[src/rtl/ata_strobe_pkg.sv]
package ata_strobe_pkg;
  localparam int CFG_W   = 32;
  localparam int TIME_W  = 4;
  localparam int SETUP_W = 3;

  localparam int DAT_INACT_LSB = 0;
  localparam int DAT_ACT_LSB   = 4;
  localparam int TF_INACT_LSB  = 8;
  localparam int TF_ACT_LSB    = 12;
  localparam int DAT_SETUP_LSB = 19;
  localparam int TF_SETUP_LSB  = 22;
  localparam int UDMA_BIT      = 28;

  typedef struct packed {
    logic               udma;
    logic [SETUP_W-1:0] setup;
    logic [TIME_W-1:0]  act;
    logic [TIME_W-1:0]  inact;
  } strobe_timing_t;

  typedef enum logic [2:0] {
    ST_IDLE, ST_SETUP, ST_ACT, ST_INACT, ST_DONE, ST_REJ
  } seq_state_t;

  // Extracts the fields for one request kind from a packed timing word.
  function automatic strobe_timing_t pick_timing(input logic [CFG_W-1:0] w,
                                                 input logic taskfile,
                                                 input logic first);
    strobe_timing_t t;
    t.udma = w[UDMA_BIT];
    if (taskfile) begin
      t.act   = w[TF_ACT_LSB   +: TIME_W];
      t.inact = w[TF_INACT_LSB +: TIME_W];
      t.setup = first ? w[TF_SETUP_LSB +: SETUP_W] : '0;
    end else begin
      t.act   = w[DAT_ACT_LSB   +: TIME_W];
      t.inact = w[DAT_INACT_LSB +: TIME_W];
      t.setup = first ? w[DAT_SETUP_LSB +: SETUP_W] : '0;
    end
    return t;
  endfunction
endpackage

[src/rtl/ata_cfg_bank.sv]
module ata_cfg_bank
  import ata_strobe_pkg::*;
#(
  parameter int NUM_DEV = 2,
  parameter int DEV_W   = 1
) (
  input  logic             clk,
  input  logic             rst_n,
  input  logic             wr_en,
  input  logic [DEV_W-1:0] wr_dev,
  input  logic [CFG_W-1:0] wr_data,
  input  logic [DEV_W-1:0] rd_dev,
  output logic [CFG_W-1:0] rd_word
);
  logic [CFG_W-1:0] words [NUM_DEV];

  for (genvar g = 0; g < NUM_DEV; g++) begin : g_word
    always_ff @(posedge clk or negedge rst_n) begin
      if (!rst_n)
        words[g] <= '0;
      else if (wr_en && (wr_dev == DEV_W'(g)))
        words[g] <= wr_data;
    end
  end

  always_comb begin
    rd_word = '0;
    for (int i = 0; i < NUM_DEV; i++)
      if (rd_dev == DEV_W'(i)) rd_word = words[i];
  end
endmodule

[src/rtl/ata_timing_sel.sv]
module ata_timing_sel
  import ata_strobe_pkg::*;
(
  input  logic [CFG_W-1:0] word,
  input  logic             taskfile,
  input  logic             first,
  output strobe_timing_t   tim
);
  assign tim = pick_timing(word, taskfile, first);
endmodule

[src/rtl/ata_strobe_seq.sv]
module ata_strobe_seq
  import ata_strobe_pkg::*;
#(
  parameter int CNT_W = TIME_W
) (
  input  logic           clk,
  input  logic           rst_n,
  input  logic           req_valid,
  input  logic           req_write,
  input  strobe_timing_t tim,
  output logic           accept,
  output logic           ready,
  output logic           rd_stb_n,
  output logic           wr_stb_n,
  output logic           done,
  output logic           err
);
  seq_state_t        state;
  logic [CNT_W-1:0]  cnt;
  logic [TIME_W-1:0] lat_act, lat_inact;
  logic              lat_write;
  logic              cnt_zero;

  assign ready    = (state == ST_IDLE);
  assign accept   = ready && req_valid;
  assign cnt_zero = (cnt == '0);

  always_ff @(posedge clk or negedge rst_n) begin
    if (!rst_n) begin
      state     <= ST_IDLE;
      cnt       <= '0;
      lat_act   <= '0;
      lat_inact <= '0;
      lat_write <= 1'b0;
    end else begin
      unique case (state)
        ST_IDLE: if (accept) begin
          lat_act   <= tim.act;
          lat_inact <= tim.inact;
          lat_write <= req_write;
          if (tim.udma)
            state <= ST_REJ;
          else if (tim.setup != '0) begin
            state <= ST_SETUP;
            cnt   <= CNT_W'(tim.setup) - CNT_W'(1);
          end else begin
            state <= ST_ACT;
            cnt   <= CNT_W'(tim.act);
          end
        end
        ST_SETUP: if (cnt_zero) begin
          state <= ST_ACT;
          cnt   <= CNT_W'(lat_act);
        end else cnt <= cnt - CNT_W'(1);
        ST_ACT: if (cnt_zero) begin
          state <= ST_INACT;
          cnt   <= CNT_W'(lat_inact);
        end else cnt <= cnt - CNT_W'(1);
        ST_INACT: if (cnt_zero) state <= ST_DONE;
                  else cnt <= cnt - CNT_W'(1);
        ST_DONE: state <= ST_IDLE;
        ST_REJ:  state <= ST_IDLE;
        default: state <= ST_IDLE;
      endcase
    end
  end

  assign rd_stb_n = !((state == ST_ACT) && !lat_write);
  assign wr_stb_n = !((state == ST_ACT) &&  lat_write);
  assign done     = (state == ST_DONE);
  assign err      = (state == ST_REJ);
endmodule

[src/rtl/ata_strobe_gen.sv]
module ata_strobe_gen
  import ata_strobe_pkg::*;
#(
  parameter int NUM_DEV = 2,
  localparam int DEV_W  = (NUM_DEV > 1) ? $clog2(NUM_DEV) : 1
) (
  input  logic             clk,
  input  logic             rst_n,
  input  logic             req_valid,
  input  logic             req_write,
  input  logic             req_taskfile,
  input  logic             req_first,
  input  logic [DEV_W-1:0] req_dev,
  output logic             req_ready,
  input  logic             cfg_we,
  input  logic [DEV_W-1:0] cfg_dev,
  input  logic [CFG_W-1:0] cfg_wdata,
  output logic             rd_stb_n,
  output logic             wr_stb_n,
  output logic             done,
  output logic             err
);
  logic [CFG_W-1:0] sel_word;
  strobe_timing_t   sel_tim;
  logic             cycle_start;

  ata_cfg_bank #(.NUM_DEV(NUM_DEV), .DEV_W(DEV_W)) i_bank (
    .clk     (clk),
    .rst_n   (rst_n),
    .wr_en   (cfg_we),
    .wr_dev  (cfg_dev),
    .wr_data (cfg_wdata),
    .rd_dev  (req_dev),
    .rd_word (sel_word)
  );

  ata_timing_sel i_sel (
    .word     (sel_word),
    .taskfile (req_taskfile),
    .first    (req_first),
    .tim      (sel_tim)
  );

  ata_strobe_seq i_seq (
    .clk       (clk),
    .rst_n     (rst_n),
    .req_valid (req_valid),
    .req_write (req_write),
    .tim       (sel_tim),
    .accept    (cycle_start),
    .ready     (req_ready),
    .rd_stb_n  (rd_stb_n),
    .wr_stb_n  (wr_stb_n),
    .done      (done),
    .err       (err)
  );
endmodule

[config.mk]
export PLATFORM = sky130hd
export DESIGN_NAME = ata_strobe_gen
export DESIGN_NICKNAME = d
export VERILOG_FILES = /design/src/rtl/ata_strobe_pkg.sv /design/src/rtl/ata_cfg_bank.sv /design/src/rtl/ata_timing_sel.sv /design/src/rtl/ata_strobe_seq.sv /design/src/rtl/ata_strobe_gen.sv
export SDC_FILE = /design/constraint.sdc
export NUM_CORES = 1
export LEC_CHECK = 0
export ABC_AREA = 1
export ABC_CLOCK_PERIOD_IN_PS = 2300
export BUFFER_PORTS_ARGS = -buffer_cell sky130_fd_sc_hd__buf_2
export CELL_PAD_IN_SITES_DETAIL_PLACEMENT = 2
export CELL_PAD_IN_SITES_GLOBAL_PLACEMENT = 2
export CORE_MARGIN = 8
export CORE_UTILIZATION = 36
export CTS_BUF_LIST = sky130_fd_sc_hd__clkbuf_4
export DETAILED_ROUTE_END_ITERATION = 16
export GPL_ROUTABILITY_DRIVEN = 0
export PLACE_DENSITY = 0.82
export SYNTH_ARGS = -nofsm -noshare
export SYNTH_HDL_FRONTEND = slang
export SYNTH_SLANG_ARGS = --single-unit
export TNS_END_PERCENT = 30
[constraint.sdc]
create_clock -name clk -period 2.3 [get_ports clk]
set_input_delay 0.23 -clock clk [delete_from_list [all_inputs] [get_ports clk]]
set_output_delay 0.23 -clock clk [all_outputs]
set_load 0.02 [all_outputs]
==> impl_metrics.csv, run 1 <==
group,metric,value,unit
outcome,outcome,"finished, final reports clean",
floorplanning,fp.coreArea,8678,um^2
cts,cts-htree-levels,3,
synth,yosys.area_share.simple,27.56,%
cts,cts-root-buf,"clkbuf_4",
detailed_routing,routed_via_density,5.024,
finish,drive_gt1_share,15.58,%
grt,grt_max_degree,47,
synth,synth-adder-area-share,1.555,%
synth,synth_compound_area_share,12.83,%
grt,grt_pass1_wl,16020,um
synth,yosysSeqAreaShare,48.19,%
detailed_routing,wl,9100,um
synth,synth_cell_types,27,
cts,clk_pin_slew,0.10,ns
power,p_switching,0.001555,W
cts,cts_tree,"done",
critical_path,worstPathArrival,1.51,ns
finish,fin_nets,517,
detailed_routing,ant_nets,0,
power,fin_total_pwr,0.003578,W
power,powerDensity,989.4,nW/um^2
synth,ys_ff_latch,62,
synth,ys_warn_count,0,
synth,muxShareOfSynthArea,0,%
detailed_routing,drt-pass1-iter-count,4,
synth,synth_common_cells,"nand2_1 (148), dfrtp_1 (62), o21ai_0 (59), inv_1 (50), nand3_1 (27)",
critical_path,worstSetupPathType,"reg -> out",
detailed_routing,drt-initial-drc-count,73,
critical_path,worst_setup_path_end_kind,"output pin",
synth,syn-num-nets,477,
placed_design,port_buffers,36,
timing,worst_pin_slew,0.4346,ns
cts,clock-sinks,62,
synth,syn-mean-instance-area,7.452,um^2
timing,drv_slew,0,
power,p_int,0.002022,W
floorplanning,io_pins,46,
power,ir_worst_vdd,346.7,uV
grt,antenna_found_initial,0,
floorplanning,fp.dieW,110.6,um
synth,synth_ff_type,"dfrtp_1",
floorplanning,die_area,12220,um^2
synth,yosysTopAreaCellShare,48.19,%
synth,synth_top_family_by_area,"simple AND/OR/NAND/NOR gates",
grt,grt_util_all_layers,15.60,%
timing,final.min_clock_period,1.738,ns
grt,first_global_vias,3292,
timing,layout_setup_ws,0.5621,ns
synth,syn_area,3219,um^2
finish,multi_input_area,1359,um^2
synth,async_flop_share,100.0,%
placed_design,dpl.cell_count,568,
critical_path,required,2.07,ns
cts,cts_buffers,9,
placed_design,hpwl,6713,um
synth,synth_top_cell_by_area,"dfrtp_1",
timing,skew,0.01256,ns
critical_path,crit_fanout,7,
detailed_routing,vias,2929,
detailed_routing,wl_per_cell,15.61,um
timing,max_freq,575.4,MHz
floorplanning,die_h,110.6,um
run,max-cap-violations,0,
power,p_comb_share,41.3,%
timing,rsz0062_at_grt,"no",
synth,yosysMostFrequentCell,"nand2_1",
floorplanning,initial_core_util,37.10,%
power,power_frac_seq,41.9,%
timing,maxSlewHeadroom,71.03,%
power,p_leak,1.928,nW
timing,hold_slack,0.05827,ns
placed_design,pre_cts_slack,0.3048,ns
timing,timing.final.crit_share,75.56,%
synth,netlist_instances,432,
cts,cts_resized,0,
timing,setup_violations,0,
finish,fillCellCount,1050,
synth,yosys-top-cells-area,"dfrtp_1 (48%), nand2_1 (17%), o21ai_0 (9.2%)",
finish,syn_to_final_growth,12.32,%
finish,final-seq-area,1551,um^2
critical_path,cp-start-kind,"flip-flop",
detailed_routing,drcViolationCount,0,
synth,synth_edf_count,0,
floorplanning,rows,34,
grt,overflow,0,
synth,synth_xor_area_share,0.2721,%
timing,setup_tns,0,ns
finish,final-instance-count-excl-fill,583,
cts,clock_latency,0.40,ns
hold_path,hold_class,"in -> reg",
cts,cts.path.max_buffers,2,
cts,post-cts-setup-buffers,0,
timing,hold_viol,0,
finish,antenna_cells,0,
power,pwr-share-clk,16.8,%
power,swShare,43.47,%
[per-stage QoR]
stage | cell area [um^2] | utilization (%)
5_1_grt | 3616 | 41.67
4_1_cts | 3616 | 41.67
3_5_place_dp | 3510 | 40.44
6_report | 3616 | 41.67
2_1_floorplan | 3219 | -
3_3_place_gp | 3510 | 40.44
[sequential cells by signal (all words and copies together) (netlist names)]
name / flops
i_seq.lat_act: 4
i_seq.lat_write: 1
i_seq.lat_inact: 4
i_seq.cnt: 4
i_bank.words: 46
i_seq.state: 3
[per-layer routing]
layer	track usage [%]	routed length (um)
met1	19.34	4189
met2	26.95	4617
met3	2.327	186
met4	5.135	106
met5	0	0
[cell usage in the layout (no fill, tap or decap), drive strengths merged]
master       synthesis  final
xor2                 1      1
dlygate4sd3          0      1
dfrtp               62     62
or2                  1      1
nor3                 1      1
inv                 58     58
nor2                25     25
a21oi                5      5
o21ai               69     69
nand3               30     30
o22ai                5      5
clkinv               1      4
nand4                3      3
ha                   4      4
a21boi               1      1
buf                  8     44
clkinvlp             0      2
nand2              150    150
clkbuf               8      9
[kinds of logic after synthesis]
logic type | after synthesis
and+or+nand+nor | 210
adders and majority gates | 4
xor gates and xnor gates | 1
buffers and inverters | 75
AOI/OAI and AO/OA | 80
DFF | 62
[area by class of cell]
cell class	count	area share [%]
inverters	59	6.194
clock buffers	9	1.869
clock inverters	5	0.7958
repair buffers	45	6.920
well taps	108	3.737
multi-input cells	295	37.58
flip-flops and latches	62	42.91
[what timing repair did]
item	4_1_cts	5_1_grt
hold buffers	1	0
setup endpoints to repair	0	0
endpoints found under the hold margin	16	0
[critical path: stages (launching register included)]
cell     delay, ns
dfrtp_1       0.50
nor2_1        0.17
inv_2         0.07
nor2_4        0.17
buf_2         0.20
[power by group through the flow]
stage / clock network, W / registers (W) / logic, W
3_3_place_gp: 0 / 0.00151 / 0.00141
3_5_place_dp: 0 / 0.00153 / 0.00151
4_1_cts: 0.000631 / 0.00150 / 0.00152
6_report: 0.000600 / 0.00150 / 0.00148
5_1_grt: 0.000663 / 0.00153 / 0.00173
2_1_floorplan: 0 / 0.00147 / 0.00109
[final timing paths]
kind                                                end  cells past startpoint  slack (ns)                         start
min reg2reg                i_bank.words[13]$_DFFE_PN0P_                      2        0.50  i_bank.words[13]$_DFFE_PN0P_
max reg2reg                  i_seq.state[0]$_DFFE_PN0P_                     11        0.58  i_bank.words[51]$_DFFE_PN0P_
min                         i_seq.lat_write$_DFFE_PN0P_                      3        0.06                     req_write
max                                           req_ready                      4        0.56    i_seq.state[1]$_DFFE_PN0P_
max in group asynchronous  i_bank.words[56]$_DFFE_PN0P_                      3        1.32                         rst_n
min in group asynchronous   i_bank.words[2]$_DFFE_PN0P_                      2        0.27                         rst_n
No activity file was read; power rests on OpenSTA's default activity.
==> inputs of run 2 (changes only) <==
--- a/config.mk
+++ b/config.mk
@@ -6,16 +6,16 @@
 export NUM_CORES = 1
 export LEC_CHECK = 0
 export ABC_AREA = 1
-export ABC_CLOCK_PERIOD_IN_PS = 2300
+export ABC_CLOCK_PERIOD_IN_PS = 1630
 export BUFFER_PORTS_ARGS = -buffer_cell sky130_fd_sc_hd__buf_2
 export CELL_PAD_IN_SITES_DETAIL_PLACEMENT = 2
 export CELL_PAD_IN_SITES_GLOBAL_PLACEMENT = 2
 export CORE_MARGIN = 8
-export CORE_UTILIZATION = 36
+export CORE_UTILIZATION = 34
 export CTS_BUF_LIST = sky130_fd_sc_hd__clkbuf_4
 export DETAILED_ROUTE_END_ITERATION = 16
 export GPL_ROUTABILITY_DRIVEN = 0
-export PLACE_DENSITY = 0.82
+export PLACE_DENSITY = 0.78
 export SYNTH_ARGS = -nofsm -noshare
 export SYNTH_HDL_FRONTEND = slang
 export SYNTH_SLANG_ARGS = --single-unit
==> constraint.sdc (replaced) <==
create_clock -name clk -period 1.63 [get_ports clk]
set_input_delay 0.163 -clock clk [delete_from_list [all_inputs] [get_ports clk]]
set_output_delay 0.163 -clock clk [all_outputs]
set_load 0.02 [all_outputs]
==> run 2 against run 1 <==
  * Combinational power is 68% higher
  * Global-route usage is 0.47 points higher
  * First-iteration DRC count is 25% lower
  * Non-clock buffer count is 30 higher
  * Register-to-register slack worse by 0.50 ns
  * Power is 53% higher
  * Sequential power is 39% higher
  * Largest cell class unchanged
==> impl_metrics.csv, run 2 (same netlist as run 1, synthesis figures left out) <==
group,metric,value,unit
grt,overflow,0,
cts,clock_latency,0.41,ns
grt,grt_max_degree,47,
timing,max_freq,641.7,MHz
finish,layout_commonest_cell,"nand2_1",
floorplanning,fp.dieW,113.3,um
floorplanning,initial_core_util,35.01,%
critical_path,slowest_stage,"dfrtp_2",
outcome,outcome,"finished, final reports clean",
timing,maxSlewHeadroom,69.34,%
detailed_routing,vias,3083,
detailed_routing,routed_via_density,4.989,
grt,first_global_vias,3437,
floorplanning,die_area,12840,um^2
cts,cts.path.max_buffers,2,
detailed_routing,ant_nets,0,
cts,cts_tree,"done",
critical_path,path_cells,"inv_2, nand3_4, inv_2, nand2_1, buf_2",
critical_path,worst_r2r_path_depth,12,
finish,largest_register_ffs,46,
cts,cts-htree-levels,3,
timing,rsz0062_at_grt,"yes",
detailed_routing,drt-pass1-iter-count,4,
finish,fillCellCount,1092,
floorplanning,fp.coreArea,9196,um^2
critical_path,crit_fanout,6,
finish,final_cell_mix,"nand2_1 (146), dfrtp_1 (61), o21ai_0 (58)",
critical_path,cp-start-kind,"flip-flop",
critical_path,r2r_start,"i_bank.words[54]$_DFFE_PN0P_",
power,powerDensity,1378,nW/um^2
critical_path,crit_path_max_incr_delay,0.47,ns
finish,syn_to_final_growth,23.47,%
cts,cts-root-buf,"clkbuf_4",
floorplanning,rows,35,
critical_path,r2r-end,"i_seq.cnt[2]$_DFFE_PN0P_",
placed_design,port_buffers,36,
placed_design,place_area,3621,um^2
floorplanning,die_h,113.3,um
hold_path,worst_hold_path.endpoint,"i_bank.words[38]$_DFFE_PN0P_",
run,max-cap-violations,0,
critical_path,worstSetupPathType,"reg -> out",
detailed_routing,drt-initial-drc-count,55,
power,p_leak,2.093,nW
finish,fin_area,3975,um^2
grt,grt_pass1_wl,16640,um
finish,drive_gt1_share,22.29,%
hold_path,hold_class,"in -> reg",
critical_path,required,1.47,ns
critical_path,cp_num_buf_inv,3,
cts,clk_pin_slew,0.11,ns
critical_path,worstPathArrival,1.40,ns
timing,timing.final.crit_share,95.60,%
timing,final.min_clock_period,1.558,ns
timing,worst_pin_slew,0.4599,ns
critical_path,r2r_slack,0.08,ns
critical_path,startpoint,"i_seq.state[0]$_DFFE_PN0P_",
critical_path,critPathTopFamily,"flip-flops",
finish,top_register,"i_bank.words",
timing,hold_viol,0,
grt,antenna_found_initial,0,
detailed_routing,wl,9930,um
timing,skew,0.01594,ns
finish,fin_nets,547,
grt,grt_util_all_layers,16.08,%
floorplanning,io_pins,46,
power,ir_worst_vdd,432.3,uV
placed_design,dpl.cell_count,582,
timing,setup_violations,0,
cts,clock-sinks,62,
critical_path,worst_setup_path_end_kind,"output pin",
hold_path,min_path_cells,3,
timing,drv_slew,0,
finish,finish.utilization,43.22,%
power,fin_total_pwr,0.005478,W
detailed_routing,drcViolationCount,0,
finish,final-instance-count-excl-fill,618,
cts,cts_buffers,9,
hold_path,min-delay-start,"cfg_wdata[6]",
finish,antenna_cells,0,
placed_design,hpwl,7012,um
critical_path,cpMostUsedCell,"inv_2",
detailed_routing,wl_per_cell,16.07,um
## run 2: worst min-delay path, stage by stage
cell and delay [ns]:
buf_2 0.09, inv_1 0.05, o21ai_0 0.08
## run 2: worst max-delay path by stage
stage / endpoint / cells after the start / slack, ns
final: wr_stb_n / 5 / 0.07
after global routing: i_seq.cnt[2]$_DFFE_PN0P_ / 13 / -0.06
after CTS: req_ready / 4 / 0.01
after detailed placement: i_seq.state[0]$_DFFE_PN0P_ / 12 / -0.09
after global placement: i_seq.state[0]$_DFFE_PN0P_ / 13 / 0.03
after floorplan: i_seq.state[0]$_DFFE_PN0P_ / 12 / 0.13
## run 2: layout make-up
cell class,count,area [um^2],area share (%)
Sequential cell,62,1553,39.06
Multi-Input combinational cell,295,1423,35.79
Timing Repair Buffer,75,525.5,13.22
Inverter,59,226.5,5.697
Tap cell,111,138.9,3.494
Clock buffer,11,82.58,2.077
Clock inverter,5,26.28,0.6610
## run 2: report_power, final
part	switching (W)	internal, W
clock network	0.000569	0.000336
registers	0.000217	0.00188
logic	0.00154	0.000943
total	0.00232	0.00316
## run 2: what timing repair did
item                                    4_1_cts  5_1_grt
endpoints found under the setup margin        5       13
hold endpoints to repair                     25        0
pin swaps                                     1        4
buffers inserted                              1        9
hold buffers                                 10        0
cloned                                        0        0
resized for setup                             7       15
## run 2: through the flow
stage	TNS [ns]	hold WS (ns)	setup slack [ns]
CTS	0	0.0005889	0.01027
finish	0	0.02942	0.07167
global placement	0	0.1352	0.03326
floorplan	0	-0.1326	0.1313
detailed placement	-0.09201	0.1321	-0.09201
global route	-0.2797	0.0007358	-0.06471
## run 2: metal layers
metal | wire length (um) | up-vias | GRT usage (%)
li1 | - | 1503 | -
met1 | 4366 | 1543 | 19.17
met2 | 5244 | 31 | 28.45
met3 | 236 | 6 | 2.556
met4 | 82 | 0 | 5.861
met5 | 0 | - | 0
==> inputs of run 3 (changes only) <==
--- a/config.mk
+++ b/config.mk
@@ -6,16 +6,17 @@
 export NUM_CORES = 1
 export LEC_CHECK = 0
 export ABC_AREA = 1
-export ABC_CLOCK_PERIOD_IN_PS = 1630
+export ABC_CLOCK_PERIOD_IN_PS = 1910
 export BUFFER_PORTS_ARGS = -buffer_cell sky130_fd_sc_hd__buf_2
 export CELL_PAD_IN_SITES_DETAIL_PLACEMENT = 2
 export CELL_PAD_IN_SITES_GLOBAL_PLACEMENT = 2
 export CORE_MARGIN = 8
-export CORE_UTILIZATION = 34
+export CORE_UTILIZATION = 36
 export CTS_BUF_LIST = sky130_fd_sc_hd__clkbuf_4
 export DETAILED_ROUTE_END_ITERATION = 16
 export GPL_ROUTABILITY_DRIVEN = 0
-export PLACE_DENSITY = 0.78
+export PLACE_DENSITY = 0.82
+export SLEW_MARGIN = 20
 export SYNTH_ARGS = -nofsm -noshare
 export SYNTH_HDL_FRONTEND = slang
 export SYNTH_SLANG_ARGS = --single-unit
==> constraint.sdc (replaced) <==
create_clock -name clk -period 1.91 [get_ports clk]
set_input_delay 0.191 -clock clk [delete_from_list [all_inputs] [get_ports clk]]
set_output_delay 0.191 -clock clk [all_outputs]
set_load 0.02 [all_outputs]
==> run 3 against run 2 <==
  * Setup slack better by 0.13 ns
  * Utilization is 1.0 points lower
  * Combinational power fell by 27%
  * Critical path depth grew 4
  * Critical endpoint is now i_seq.cnt[2]$_DFFE_PN0P_
  * Highest routed layer unchanged
==> impl_metrics.csv, run 3 (same netlist as run 1, synthesis figures left out) <==
group,metric,value,unit
power,power_frac_seq,41.3,%
critical_path,crit_fanout,8,
timing,timing.final.crit_share,89.47,%
timing,rsz0062_at_grt,"no",
placed_design,port_buffers,36,
floorplanning,rows,34,
critical_path,cp-start-kind,"flip-flop",
power,powerDensity,1196,nW/um^2
floorplanning,fp.dieW,110.6,um
placed_design,hpwl,6763,um
finish,fin_nets,518,
finish,syn_to_final_growth,13.72,%
detailed_routing,ant_nets,0,
detailed_routing,drcViolationCount,0,
cts,cts_tree,"done",
cts,clk_pin_slew,0.11,ns
critical_path,path_cells,"inv_1, ha_1, nand2_1, inv_2, nand2_1, nand4_4, clkinv_1, nand3_1, nand2_1",
critical_path,worstSetupPathType,"reg -> reg",
timing,setup_tns,0,ns
power,p_comb_share,41.0,%
critical_path,worstPathArrival,2.00,ns
detailed_routing,routed_via_density,4.991,
floorplanning,die_h,110.6,um
cts,cts-root-buf,"clkbuf_4",
floorplanning,io_pins,46,
cts,cts_buffers,9,
grt,grt_max_degree,63,
grt,first_global_vias,3274,
hold_path,hold_class,"in -> reg",
run,max-cap-violations,0,
finish,top_register,"i_bank.words",
cts,cts-htree-levels,3,
detailed_routing,drt-initial-drc-count,110,
power,p_leak,1.951,nW
critical_path,r2r_slack,0.20,ns
cts,clock-sinks,62,
floorplanning,fp.coreArea,8678,um^2
finish,largest_register_ffs,46,
detailed_routing,wl,9326,um
finish,layout_commonest_cell,"nand2_1",
timing,skew,0.01236,ns
finish,drive_gt1_share,16.53,%
detailed_routing,wl_per_cell,15.91,um
floorplanning,initial_core_util,37.10,%
power,ir_worst_vdd,328.6,uV
power,swShare,43.20,%
power,p_int,0.002487,W
power,p_switching,0.001892,W
timing,final.min_clock_period,1.709,ns
detailed_routing,vias,2925,
critical_path,cpMostUsedCell,"nand2_1",
finish,finish.utilization,42.19,%
finish,final_cell_mix,"nand2_1 (147), dfrtp_1 (62), o21ai_0 (58)",
grt,grt_util_all_layers,15.76,%
timing,worst_pin_slew,0.4442,ns
timing,setup_violations,0,
detailed_routing,drt-pass1-iter-count,4,
grt,grt_pass1_wl,16230,um
critical_path,slowest_stage,"dfrtp_1",
grt,antenna_found_initial,0,
critical_path,worst_setup_path_end_kind,"flip-flop",
timing,hold_viol,0,
timing,drv_slew,0,
finish,antenna_cells,0,
cts,clock_latency,0.40,ns
critical_path,required,2.20,ns
outcome,outcome,"finished, final reports clean",
timing,max_freq,585.2,MHz
cts,cts.path.max_buffers,2,
critical_path,crit_path_max_incr_delay,0.42,ns
grt,overflow,0,
power,pwr-share-clk,17.7,%
floorplanning,die_area,12220,um^2
timing,maxSlewHeadroom,70.38,%
-- run 3: cell count changes in the layout (fill, tap and decap cells not counted), moves of 3 or more --
cell,change
buf_4,-20
dlygate4sd3_1,-9
nor2_1,+3
inv_1,+3
nand3_1,+3
nor2_2,-3
-- run 3: final timing paths --
path                                              from                      endpoint  depth (start not counted)
max                           i_seq.cnt[0]$_DFFE_PN0P_      i_seq.cnt[2]$_DFFE_PN0P_                          9
min                                          req_write   i_seq.lat_write$_DFFE_PN0P_                          3
max reg2reg                   i_seq.cnt[0]$_DFFE_PN0P_      i_seq.cnt[2]$_DFFE_PN0P_                          9
min reg2reg                i_bank.words[2]$_DFFE_PN0P_   i_bank.words[2]$_DFFE_PN0P_                          2
max in group asynchronous                        rst_n  i_bank.words[52]$_DFFE_PN0P_                          3
min in group asynchronous                        rst_n  i_bank.words[42]$_DFFE_PN0P_                          3
-- run 3: area by class of cell --
cell class	count	area, um^2
clock buffer	11	82.58
multi-input combinational	295	1371
tap	108	135.1
inverter	59	224.0
sequential	62	1551
fill	1019	5017
timing repair buffer	46	270.3
clock inverter	5	26.28
-- run 3: power groups by stage --
stage | registers (W) | logic, W | clock network [W]
finish | 0.00181 | 0.00180 | 0.000775
global route | 0.00185 | 0.00206 | 0.000857
CTS | 0.00181 | 0.00183 | 0.000809
detailed placement | 0.00184 | 0.00180 | 0
global placement | 0.00182 | 0.00169 | 0
floorplan | 0.00177 | 0.00132 | 0
-- run 3: critical path: cells and delay by family (launching register included) --
family,cells,cell delay (ns)
adder cells (fa/ha/maj),1,0.25
buffers and inverters,3,0.40
flip-flops,1,0.42
AND/OR/NAND/NOR,5,0.55
-- run 3: metrics by stage --
| step | setup WS [ns] | hold WS, ns | std cells | cell area, um^2 | total power (W) |
|---|---|---|---|---|---|
| CTS | 0.05806 | 0.01173 | 586 | 3649 | 0.004448 |
| detailed placement | 0.03098 | 0.2315 | 569 | 3530 | 0.003639 |
| floorplan | 0.3833 | -0.1046 | 432 | 3219 | 0.003085 |
| global placement | 0.1469 | 0.2302 | 569 | 3530 | 0.003511 |
| global route | 0.04867 | 0.01865 | 586 | 3661 | 0.004769 |
| finish | 0.2011 | 0.02755 | 586 | 3661 | 0.004379 |
-- run 3: per-layer routing --
layer	share of wire, %	routed length (um)	GRT usage (%)	up-vias
met3	2.0	182	2.381	9
met5	0	0	0	-
met1	46	4244	19.37	1453
met2	52	4809	27.54	24
met4	0.97	90	4.865	0
li1	-	-	-	1439
-- run 3: repair_timing --
item	4_1_cts	5_1_grt
buffers inserted	0	0
endpoints found under the setup margin	0	5
hold buffers	1	0
gates resized for setup	0	4
hold endpoints to repair	62	0
